==> src/rtl/dma_arb_pkg.sv <==
package dma_arb_pkg;
  localparam int LVL_W      = 3;
  localparam int NUM_LVL    = 1 << LVL_W;
  localparam int FAIR_FIRST = 2;

  // Credit weight of a fair level: halves per level, never below one.
  function automatic int level_weight(input int lvl, input int base);
    int w;
    if (lvl < FAIR_FIRST) return 0;
    w = base >> (lvl - FAIR_FIRST);
    if (w < 1) w = 1;
    return w;
  endfunction

  // Index of the lowest set bit of a level vector (0 if none).
  function automatic logic [LVL_W-1:0] lowest_level(input logic [NUM_LVL-1:0] v);
    logic [LVL_W-1:0] r;
    r = '0;
    for (int i = NUM_LVL - 1; i >= 0; i--) begin
      if (v[i]) r = LVL_W'(i);
    end
    return r;
  endfunction
endpackage

==> src/rtl/dma_fair_credit.sv <==
module dma_fair_credit
  import dma_arb_pkg::*;
#(
  parameter int BASE_CREDIT = 32,
  localparam int CR_W = $clog2(BASE_CREDIT + 1)
) (
  input  logic               clk,
  input  logic               rst_n,
  input  logic               consume,
  input  logic [LVL_W-1:0]   cons_lvl,
  input  logic               refill,
  output logic [NUM_LVL-1:0] credit_ok
);
  for (genvar l = 0; l < NUM_LVL; l++) begin : g_lvl
    if (l < FAIR_FIRST) begin : g_exempt
      assign credit_ok[l] = 1'b1;
    end else begin : g_fair
      localparam logic [CR_W-1:0] WEIGHT = CR_W'(level_weight(l, BASE_CREDIT));
      logic [CR_W-1:0] credit_q;
      wire hit = (cons_lvl == LVL_W'(l));
      always_ff @(posedge clk) begin
        if (!rst_n) begin
          credit_q <= WEIGHT;
        end else if (consume) begin
          if (refill) begin
            credit_q <= hit ? WEIGHT - CR_W'(1) : WEIGHT;
          end else if (hit && credit_q != '0) begin
            credit_q <= credit_q - CR_W'(1);
          end
        end
      end
      assign credit_ok[l] = (credit_q != '0);
    end
  end
endmodule

==> src/rtl/dma_level_select.sv <==
module dma_level_select
  import dma_arb_pkg::*;
(
  input  logic [NUM_LVL-1:0] lvl_req,
  input  logic [NUM_LVL-1:0] credit_ok,
  input  logic               fair_en,
  output logic [LVL_W-1:0]   win_lvl,
  output logic               refill
);
  logic [NUM_LVL-1:0] eligible;

  always_comb begin
    eligible = lvl_req & credit_ok;
    refill   = 1'b0;
    if (!fair_en) begin
      win_lvl = lowest_level(lvl_req);
    end else if (eligible != '0) begin
      win_lvl = lowest_level(eligible);
    end else begin
      win_lvl = lowest_level(lvl_req);
      refill  = (lvl_req != '0);
    end
  end
endmodule

==> src/rtl/dma_chan_pick.sv <==
module dma_chan_pick #(
  parameter int NUM_CH = 24,
  localparam int CH_W = $clog2(NUM_CH)
) (
  input  logic [NUM_CH-1:0] cand,
  input  logic [NUM_CH-1:0] rr_en,
  input  logic [CH_W-1:0]   last_idx,
  output logic [CH_W-1:0]   win_idx,
  output logic              win_is_rr
);
  logic [NUM_CH-1:0] head;
  logic              found;
  int                idx;

  always_comb begin
    head      = cand & ~rr_en;
    win_idx   = '0;
    win_is_rr = 1'b0;
    found     = 1'b0;
    idx       = 0;
    if (head != '0) begin
      for (int i = NUM_CH - 1; i >= 0; i--) begin
        if (head[i]) win_idx = CH_W'(i);
      end
    end else begin
      for (int k = 1; k <= NUM_CH; k++) begin
        idx = int'(last_idx) + k;
        if (idx >= NUM_CH) idx = idx - NUM_CH;
        if (!found && cand[idx]) begin
          win_idx   = CH_W'(idx);
          win_is_rr = 1'b1;
          found     = 1'b1;
        end
      end
    end
  end
endmodule

==> src/rtl/dma_bus_arbiter.sv <==
module dma_bus_arbiter
  import dma_arb_pkg::*;
#(
  parameter int NUM_CH      = 24,
  parameter int BASE_CREDIT = 32,
  parameter int CPU_MAX     = 4
) (
  input  logic                    clk,
  input  logic                    rst_n,
  input  logic                    fair_en,
  input  logic                    cpu_req,
  input  logic [NUM_CH-1:0]       ch_req,
  input  logic [LVL_W*NUM_CH-1:0] ch_level,
  input  logic [NUM_CH-1:0]       ch_rr_en,
  input  logic                    xfer_done,
  output logic                    grant_cpu,
  output logic [NUM_CH-1:0]       grant_ch,
  output logic                    busy
);
  localparam int CH_W = $clog2(NUM_CH);
  localparam int ST_W = $clog2(CPU_MAX + 1);

  logic [NUM_LVL-1:0][NUM_CH-1:0] lvl_hit;
  logic [NUM_LVL-1:0]             lvl_req;
  logic [NUM_LVL-1:0]             credit_ok;
  logic [LVL_W-1:0]               win_lvl;
  logic                           refill_evt;
  logic [CH_W-1:0]                win_idx;
  logic                           win_is_rr;
  logic [CH_W-1:0]                rr_last [NUM_LVL];
  logic [ST_W-1:0]                cpu_streak;
  logic                           grant_cpu_q;
  logic [NUM_CH-1:0]              grant_ch_q;
  logic                           busy_q;

  // Named internal events for the checker.
  logic arb_open, any_dma, cpu_quota_hit, pick_cpu, cpu_fire, dma_fire;

  for (genvar l = 0; l < NUM_LVL; l++) begin : g_lvl
    for (genvar c = 0; c < NUM_CH; c++) begin : g_ch
      assign lvl_hit[l][c] = (ch_level[LVL_W*c +: LVL_W] == LVL_W'(l));
    end
    assign lvl_req[l] = |(ch_req & lvl_hit[l]);
  end

  dma_level_select u_lvl (
    .lvl_req  (lvl_req),
    .credit_ok(credit_ok),
    .fair_en  (fair_en),
    .win_lvl  (win_lvl),
    .refill   (refill_evt)
  );

  dma_chan_pick #(.NUM_CH(NUM_CH)) u_pick (
    .cand     (ch_req & lvl_hit[win_lvl]),
    .rr_en    (ch_rr_en),
    .last_idx (rr_last[win_lvl]),
    .win_idx  (win_idx),
    .win_is_rr(win_is_rr)
  );

  dma_fair_credit #(.BASE_CREDIT(BASE_CREDIT)) u_credit (
    .clk      (clk),
    .rst_n    (rst_n),
    .consume  (dma_fire && fair_en),
    .cons_lvl (win_lvl),
    .refill   (refill_evt),
    .credit_ok(credit_ok)
  );

  assign arb_open      = !busy_q || xfer_done;
  assign any_dma       = |ch_req;
  assign cpu_quota_hit = (cpu_streak >= ST_W'(CPU_MAX));
  assign pick_cpu      = cpu_req && !(cpu_quota_hit && any_dma);
  assign cpu_fire      = arb_open && pick_cpu;
  assign dma_fire      = arb_open && !pick_cpu && any_dma;

  always_ff @(posedge clk) begin
    if (!rst_n) begin
      grant_cpu_q <= 1'b0;
      grant_ch_q  <= '0;
      busy_q      <= 1'b0;
    end else if (arb_open) begin
      grant_cpu_q <= cpu_fire;
      grant_ch_q  <= dma_fire ? (NUM_CH'(1) << win_idx) : '0;
      busy_q      <= cpu_fire || dma_fire;
    end
  end

  always_ff @(posedge clk) begin
    if (!rst_n) begin
      cpu_streak <= '0;
    end else if (dma_fire) begin
      cpu_streak <= '0;
    end else if (cpu_fire && !cpu_quota_hit) begin
      cpu_streak <= cpu_streak + ST_W'(1);
    end
  end

  for (genvar l = 0; l < NUM_LVL; l++) begin : g_rr
    always_ff @(posedge clk) begin
      if (!rst_n) begin
        rr_last[l] <= CH_W'(NUM_CH - 1);
      end else if (dma_fire && win_is_rr && win_lvl == LVL_W'(l)) begin
        rr_last[l] <= win_idx;
      end
    end
  end

  assign grant_cpu = grant_cpu_q;
  assign grant_ch  = grant_ch_q;
  assign busy      = busy_q;
endmodule

==> config.mk <==
export PLATFORM = sky130hd
export DESIGN_NAME = dma_bus_arbiter
export DESIGN_NICKNAME = d
export VERILOG_FILES = /design/src/rtl/dma_arb_pkg.sv /design/src/rtl/dma_fair_credit.sv /design/src/rtl/dma_level_select.sv /design/src/rtl/dma_chan_pick.sv /design/src/rtl/dma_bus_arbiter.sv
export SDC_FILE = /design/constraint.sdc
export NUM_CORES = 1
export LEC_CHECK = 0
export BUFFER_PORTS_ARGS = -buffer_cell sky130_fd_sc_hd__clkbuf_2
export CAP_MARGIN = 30
export CORE_MARGIN = 3
export CORE_UTILIZATION = 44
export DETAILED_ROUTE_END_ITERATION = 6
export PLACE_DENSITY_LB_ADDON = 0.05
export SYNTH_ARGS = -nofsm -noshare
export SYNTH_HDL_FRONTEND = slang
export SYNTH_SLANG_ARGS = --single-unit
==> constraint.sdc <==
create_clock -name clk -period 14.8 [get_ports clk]
set_input_delay 2.96 -clock clk [delete_from_list [all_inputs] [get_ports clk]]
set_output_delay 2.96 -clock clk [all_outputs]
set_load 0.005 [all_outputs]
* Word-level counts from Yosys, hierarchy flattened
Memories as Yosys holds them, arrays and structs flattened.
Cells that the tools add are included.
Widths: inputs -> output; s select.
** Word-level totals
- Flip-flop bits (word level) :: 65
- Bits in writable memories :: 40
- Input bits :: 125
- Logic and storage cells :: 756
- Memories :: 1
** Operators by class
- $add $sub $neg :: 55
- Magnitude comparators :: 50
- Equality and inequality tests :: 175
- Shifts and indexed selects :: 1
- Muxes and demuxes :: 313
- Bitwise logic cells :: 21
- Reductions and logical operators :: 130
** Memories
- rr_last :: depth 8, bits a word 5, rd ports 1, clocked after memory_dff 0, wr ports 8, line dma_bus_arbiter.sv:30 : logic [CH_W-1:0] rr_last [NUM_LVL];
** Operator list (count)
- $mux 32 :: 48
- $ge 32x6->1 const B :: 24
- $lt 32x7->1 const B :: 24
- $sub 32x6->32 const B :: 24
- $eq 3x3->1 const B :: 100
- $mux 5 :: 58
- $and 24x24->24 :: 10
- $reduce_or 24->1 :: 9
- $eq 3x2->1 const B :: 50
- $mux 1 :: 146
- $bmux 1 s5 :: 24
- $mux 6 :: 13
- $eq 3x1->1 const B :: 25
- $logic_not 3->1 :: 25
- $bmux 24 s3 :: 1
- $mux 3 :: 19
- $add 5x5->6 const B :: 9
- $add 5x4->6 const B :: 8
- $mux 24 :: 2
- $logic_and 1x1->1 :: 45
- $reduce_bool 6->1 :: 6
- $sub 6x1->6 const B :: 6
- $logic_not 1->1 :: 27
- $add 5x3->6 const B :: 4
- other kinds (18) :: 38

* Longest topological paths before layout
- Word-level depth :: 123
- Mapped depth :: 39
- Gate-level depth less buffers :: 31

* Modules after synthesis
A second synthesis with hierarchy kept.
** Second synthesis, totals
- Cells, all modules :: 1975
- Area, all modules :: 15486.1 sq um
** By module, submodules not included
- dma_bus_arbiter :: instances 1, cells an instance 765, area each 6605.1 sq um, seq. area each 1781.7 sq um
- dma_chan_pick :: instances 1, cells an instance 886, area each 6297.3 sq um, seq. area each 0.0 sq um
- dma_fair_credit :: instances 1, cells an instance 287, area each 2371.0 sq um, seq. area each 720.7 sq um
- dma_level_select :: instances 1, cells an instance 37, area each 212.7 sq um, seq. area each 0.0 sq um

* Least setup slack after synthesis
No wires, ideal clock.
- Path type :: in2reg
- From :: input port ch_req[22]
- To :: register grant_ch_q[16] (netlist: grant_ch[16])
- Data arrival time :: 11.098 ns
- Data required time :: 14.683 ns
- Path slack :: 3.585 ns
- Cell stages on the path :: 37
- Buffers on the path :: 8
- Cells stage by stage :: buf_2 nor4b_4 a2111oi_4 nand4_1 or4_4 a211o_4 o311ai_4 o221ai_2 buf_6 buf_6 nand3b_1 a21oi_2 nor2_1 inv_2 buf_2 buf_2 clkbuf_1 ha_1 inv_1 nor4_1 a211o_1 clkbuf_1 inv_1 ha_1 a32oi_1 nor2b_1 mux2i_1 o211a_2 nand4_4 nor3_2 o21a_1 a311oi_1 or4_1 a22oi_1 buf_4 nor3b_2 a32o_1
** Between the ends
- Word-level cells in the longest chain between the ends :: 117
** Ends and longest elaborated chain
- start, declared :: line dma_bus_arbiter.sv:12 : input logic [NUM_CH-1:0] ch_req,
- $and 24x24->24 :: line dma_bus_arbiter.sv:43 : assign lvl_req[l] = |(ch_req & lvl_hit[l]);
- $reduce_or 24->1 :: line dma_bus_arbiter.sv:43
- $and 8x8->8 :: line dma_level_select.sv:13 : eligible = lvl_req & credit_ok;
- $mux 3 (8 in series) :: line dma_arb_pkg.sv:20 : if (v[i]) r = LVL_W'(i);
- $mux 3 :: line dma_level_select.sv:17 : end else if (eligible != '0) begin
- $mux 3 :: line dma_level_select.sv:15 : if (!fair_en) begin
- $mem_v2 8x5
- $add 5x1->6 :: line dma_chan_pick.sv:27 : idx = int'(last_idx) + k;
- (+94 left out)
- $mux 1 :: line dma_chan_pick.sv:29 : if (!found && cand[idx]) begin
- $mux 1 :: line dma_chan_pick.sv:21 : if (head != '0) begin
- $logic_not 1->1 :: line dma_chan_pick.sv:29
- $logic_and 1x1->1 :: line dma_chan_pick.sv:29
- $mux 5 :: line dma_chan_pick.sv:29
- $mux 5 :: line dma_chan_pick.sv:21
- $shl 1x5->24 :: line dma_bus_arbiter.sv:85 : grant_ch_q <= dma_fire ? (NUM_CH'(1) << win_idx) : '0;
- $mux 24 * :: line dma_bus_arbiter.sv:85
- end signal, assigned :: line dma_bus_arbiter.sv:85
- end, declared :: line dma_bus_arbiter.sv:33 : logic [NUM_CH-1:0] grant_ch_q;
Every way passes the cells marked *; elsewhere a longest branch is shown, timed or not. The select of a mux whose other input is x is not followed.
A chain may end at the register's enable or synchronous reset.

* Final worst setup path
- From :: input port ch_req[19]
- To :: register grant_ch_q[21] (netlist: grant_ch[21])
Same word-level chain as after synthesis.

==> results.json <==
{
  "use_met3": 0.07436,
  "worst_path_most_repeated_cell": "nand2_1",
  "antennaDiodeCount": 0,
  "ios": 151,
  "grtUsageMet1": 0.4902,
  "cts_root_buffer": "clkbuf_16",
  "seq_power_share": 0.113,
  "final_cell_area_um2": 17500,
  "power_density_nw_per_um2": 161.1,
  "drt_iter0_markers": 2556,
  "via_per_inst": 7.311,
  "net-switching-power_w": 0.001656,
  "drt-total-wl_um": 79990,
  "yosys_warnings": 0,
  "leakagePower_nw": 6.065,
  "max-cap-violations": 0,
  "async_flop_share": 0,
  "ys_types": 127,
  "cp-end-kind": "flop",
  "insertion_delay_ps": 350,
  "slew_headroom": 0.2614,
  "yosysSeqAreaShare": 0.1528,
  "yosys.area.top_type": "dfxtp_1",
  "synth_edf_count": 40,
  "nets": 2373,
  "grt_most_used_layer": "met2",
  "cts_buffers": 9,
  "critical_path.top_delay_family": "simple AND/OR/NAND/NOR gates",
  "setup-violations-final": 0,
  "die_x_um": 198.9,
  "fillers": 3727,
  "min_path_type": "reg -> reg",
  "die_area_um2": 39580,
  "cts_buffer_depth": 2,
  "grt_setup_unrepaired": "no",
  "placed_cell_area_um2": 17210,
  "rr_worst_depth": 32,
  "switching_share": 0.5877,
  "wl_per_cell_um": 29.97,
  "grt_usage": 0.3882,
  "r2r_end": "grant_ch[21]",
  "antenna_left": 0,
  "grt_pass1_vias": 18050,
  "place.gp.congestion": 1.082,
  "synth_ff_type": "dfxtp_1",
  "syn2layout_area_growth_pct": 6.821,
  "start_kind": "primary input",
  "crit_buf_inv": 5,
  "dr.pass1.iters": 6,
  "dp_hpwl_um": 61960,
  "cts.clk_slew.worst_paths_ps": 70,
  "finClkSkew_ps": 7.556,
  "outcome": "finished clean",
  "finalHoldViolCount": 0,
  "comb_power_share": 0.802,
  "initial_core_util": 0.4474,
  "cts_hold_buf": 0,
  "overflow": 0,
  "fin_tns_setup_ps": 0,
  "critPathKind": "in -> reg",
  "min_path_cells": 1,
  "groute.layer.met2.usage": 0.6131,
  "cts_resized": 0,
  "critPathMaxFanout": 32,
  "drc": 0,
  "r2r_start": "u_credit.g_lvl[4].g_fair.credit_q[0]",
  "cts_setup_buffers": 0,
  "syn_avg_cell_area_um2": 7.528,
  "io_buffers": 150,
  "grt_max_degree": 40,
  "tightest_slew_ps": 1103,
  "ys_ff_latch": 105,
  "worst_slack_ps": 986.3,
  "die_h_um": 198.9,
  "min_period_ps": 13810,
  "p_int_w": 0.001162,
  "vias": 19510,
  "place_worst_setup_slack_ps": 1014,
  "syn_area_um2": 16380,
  "hold_start": "grant_ch[16]",
  "maxSlewViolCount": 0,
  "cts_tree": "yes",
  "cts_sinks": 105,
  "syn_inst": 2176,
  "max_stage_delay_ps": 790,
  "synth_nets": 2353,
  "netlist_top_cells_area": "dfxtp_1 7.9%, edfxtp_1 7.3%, nor2_1 4.1%",
  "cp.required_ps": 15090,
  "grt_pass1_wl_um": 116600,
  "period_share": 0.9334,
  "fmax_mhz": 72.39,
  "synth_top_area_share": 0.07944,
  "htree_levels": 3,
  "hold_end": "grant_ch[16]",
  "ff2ff_setup_slack_ps": 4370,
  "crit_slowest_cell": "o221ai_4",
  "antenna_found_initial": 1,
  "critical_path_arrival_ps": 14100,
  "rows": 70,
  "peakVddDrop_v": 0.0001168,
  "drive_gt1_frac": 0.1549,
  "fp.coreArea_um2": 36610,
  "clkPwrFrac": 0.085
}
[flip-flops by register name (all words and copies together) (netlist names)]
name	flops
busy	1
cpu_streak	3
grant_ch	24
grant_cpu	1
rr_last	40
u_credit.g_lvl.g_fair.credit_q	36
[layout make-up]
class	count	area [um^2]	share of cell area
clock inverters	5	56.30	0.003218
clock buffers	11	232.7	0.01330
repair buffers	207	1179	0.06736
multi-input cells	1797	12650	0.7232
flip-flops and latches	105	2502	0.1430
inverters	76	287.8	0.01645
well taps	468	585.6	0.03346
[layout by cell type, fill, tap and decap left out, types with 13 or more instances in the layout]
master,n
mux2_2,19
nor2b_1,13
nand4_1,78
mux2i_1,38
a21oi_1,92
and3_1,19
nand4b_1,57
o21a_1,14
xor2_1,15
nand3_1,91
o211ai_1,30
a211o_1,19
ha_1,52
or3_1,24
nor4bb_1,50
dfxtp_1,65
nor4b_1,30
o21ai_0,98
nand2_1,151
or4_1,16
a211oi_1,38
xnor2_1,75
nand2b_1,25
buf_4,55
inv_1,68
and2_1,17
a32o_1,27
nor2_1,178
o31ai_1,15
edfxtp_1,40
o2111ai_1,14
o22ai_1,19
a31oi_1,41
clkbuf_2,150
nor3_1,77
nor4_1,74
[worst max-delay path by stage]
stage	from	endpoint	slack (ps)	cells after the start
floorplan	ch_req[22]	grant_ch[16]	3580	37
global placement	ch_req[7]	grant_ch[17]	890	30
detailed placement	ch_req[7]	grant_ch[21]	1010	30
CTS	ch_req[7]	grant_ch[21]	1340	33
global route	ch_req[19]	grant_ch[21]	650	30
finish	ch_req[19]	grant_ch[21]	990	33
[metrics by stage]
step	power (W)	cells	hold WS (ps)	utilization
after global placement	0.002499	2651	452.4	0.4697
after detailed placement	0.002494	2653	458.1	0.4701
after CTS	0.002737	2669	474.2	0.4780
final	0.002818	2669	471.1	0.4780
after floorplan	0.001804	2176	437.4	-
after global routing	0.002950	2669	494.2	0.4780
[cell usage after synthesis, types with 12 or more instances]
| master | instances |
|---|---|
| ha_1 | 52 |
| a211oi_1 | 38 |
| a211o_1 | 19 |
| nor2b_1 | 13 |
| clkbuf_1 | 90 |
| o211ai_1 | 30 |
| nor4_1 | 75 |
| xor2_1 | 15 |
| nand4b_1 | 57 |
| and2_1 | 17 |
| a31oi_1 | 41 |
| dfxtp_1 | 65 |
| o22ai_1 | 19 |
| o31ai_1 | 15 |
| nor4b_1 | 30 |
| nor4bb_1 | 50 |
| nand4_1 | 78 |
| o21ai_0 | 98 |
| buf_4 | 12 |
| nor2_1 | 179 |
| nand2_1 | 152 |
| or3_1 | 24 |
| and3_1 | 19 |
| o2111ai_1 | 14 |
| nor3_1 | 78 |
| nand2b_1 | 25 |
| or4_1 | 16 |
| a21oi_1 | 92 |
| o21a_1 | 14 |
| edfxtp_1 | 40 |
| buf_2 | 80 |
| inv_1 | 68 |
| xnor2_1 | 75 |
| mux2i_1 | 38 |
| a32o_1 | 27 |
| nand3_1 | 91 |
| mux2_2 | 19 |
[kinds of logic (layout without fill, tap and decap cells)]
family,Yosys count,in the layout,share of synthesized area
and+or+nand+nor,988,988,0.3579
xor gates and xnor gates,90,90,0.04812
muxes,66,66,0.04751
AOI/OAI and AO/OA,601,601,0.2767
buffers and inverters,274,299,0.07730
DFF,105,105,0.1528
adders and majority gates,52,52,0.03972
[power by group through the flow]
stage | Sequential [W] | Combinational, W | Clock, W
floorplan | 0.000322 | 0.00148 | 0
global placement | 0.000325 | 0.00217 | 0
detailed placement | 0.000325 | 0.00217 | 0
CTS | 0.000318 | 0.00218 | 0.000241
global route | 0.000319 | 0.00238 | 0.000252
finish | 0.000318 | 0.00226 | 0.000239
[worst register-to-register path: cells and delay by family (launching register included)]
kind,cells,cell delay [ps]
adder cells (fa/ha/maj),3,1120
AO/OA/AOI/OAI,11,3770
buffers and inverters,5,1350
AND/OR/NAND/NOR,13,3800
flip-flops,1,340
[per-layer routing]
metal	share of wire	vias to the layer above
li1	-	8578
met1	0.38	9263
met3	0.10	325
met2	0.44	1346
met5	0	-
met4	0.079	0
(Power assumes the default switching activity.)
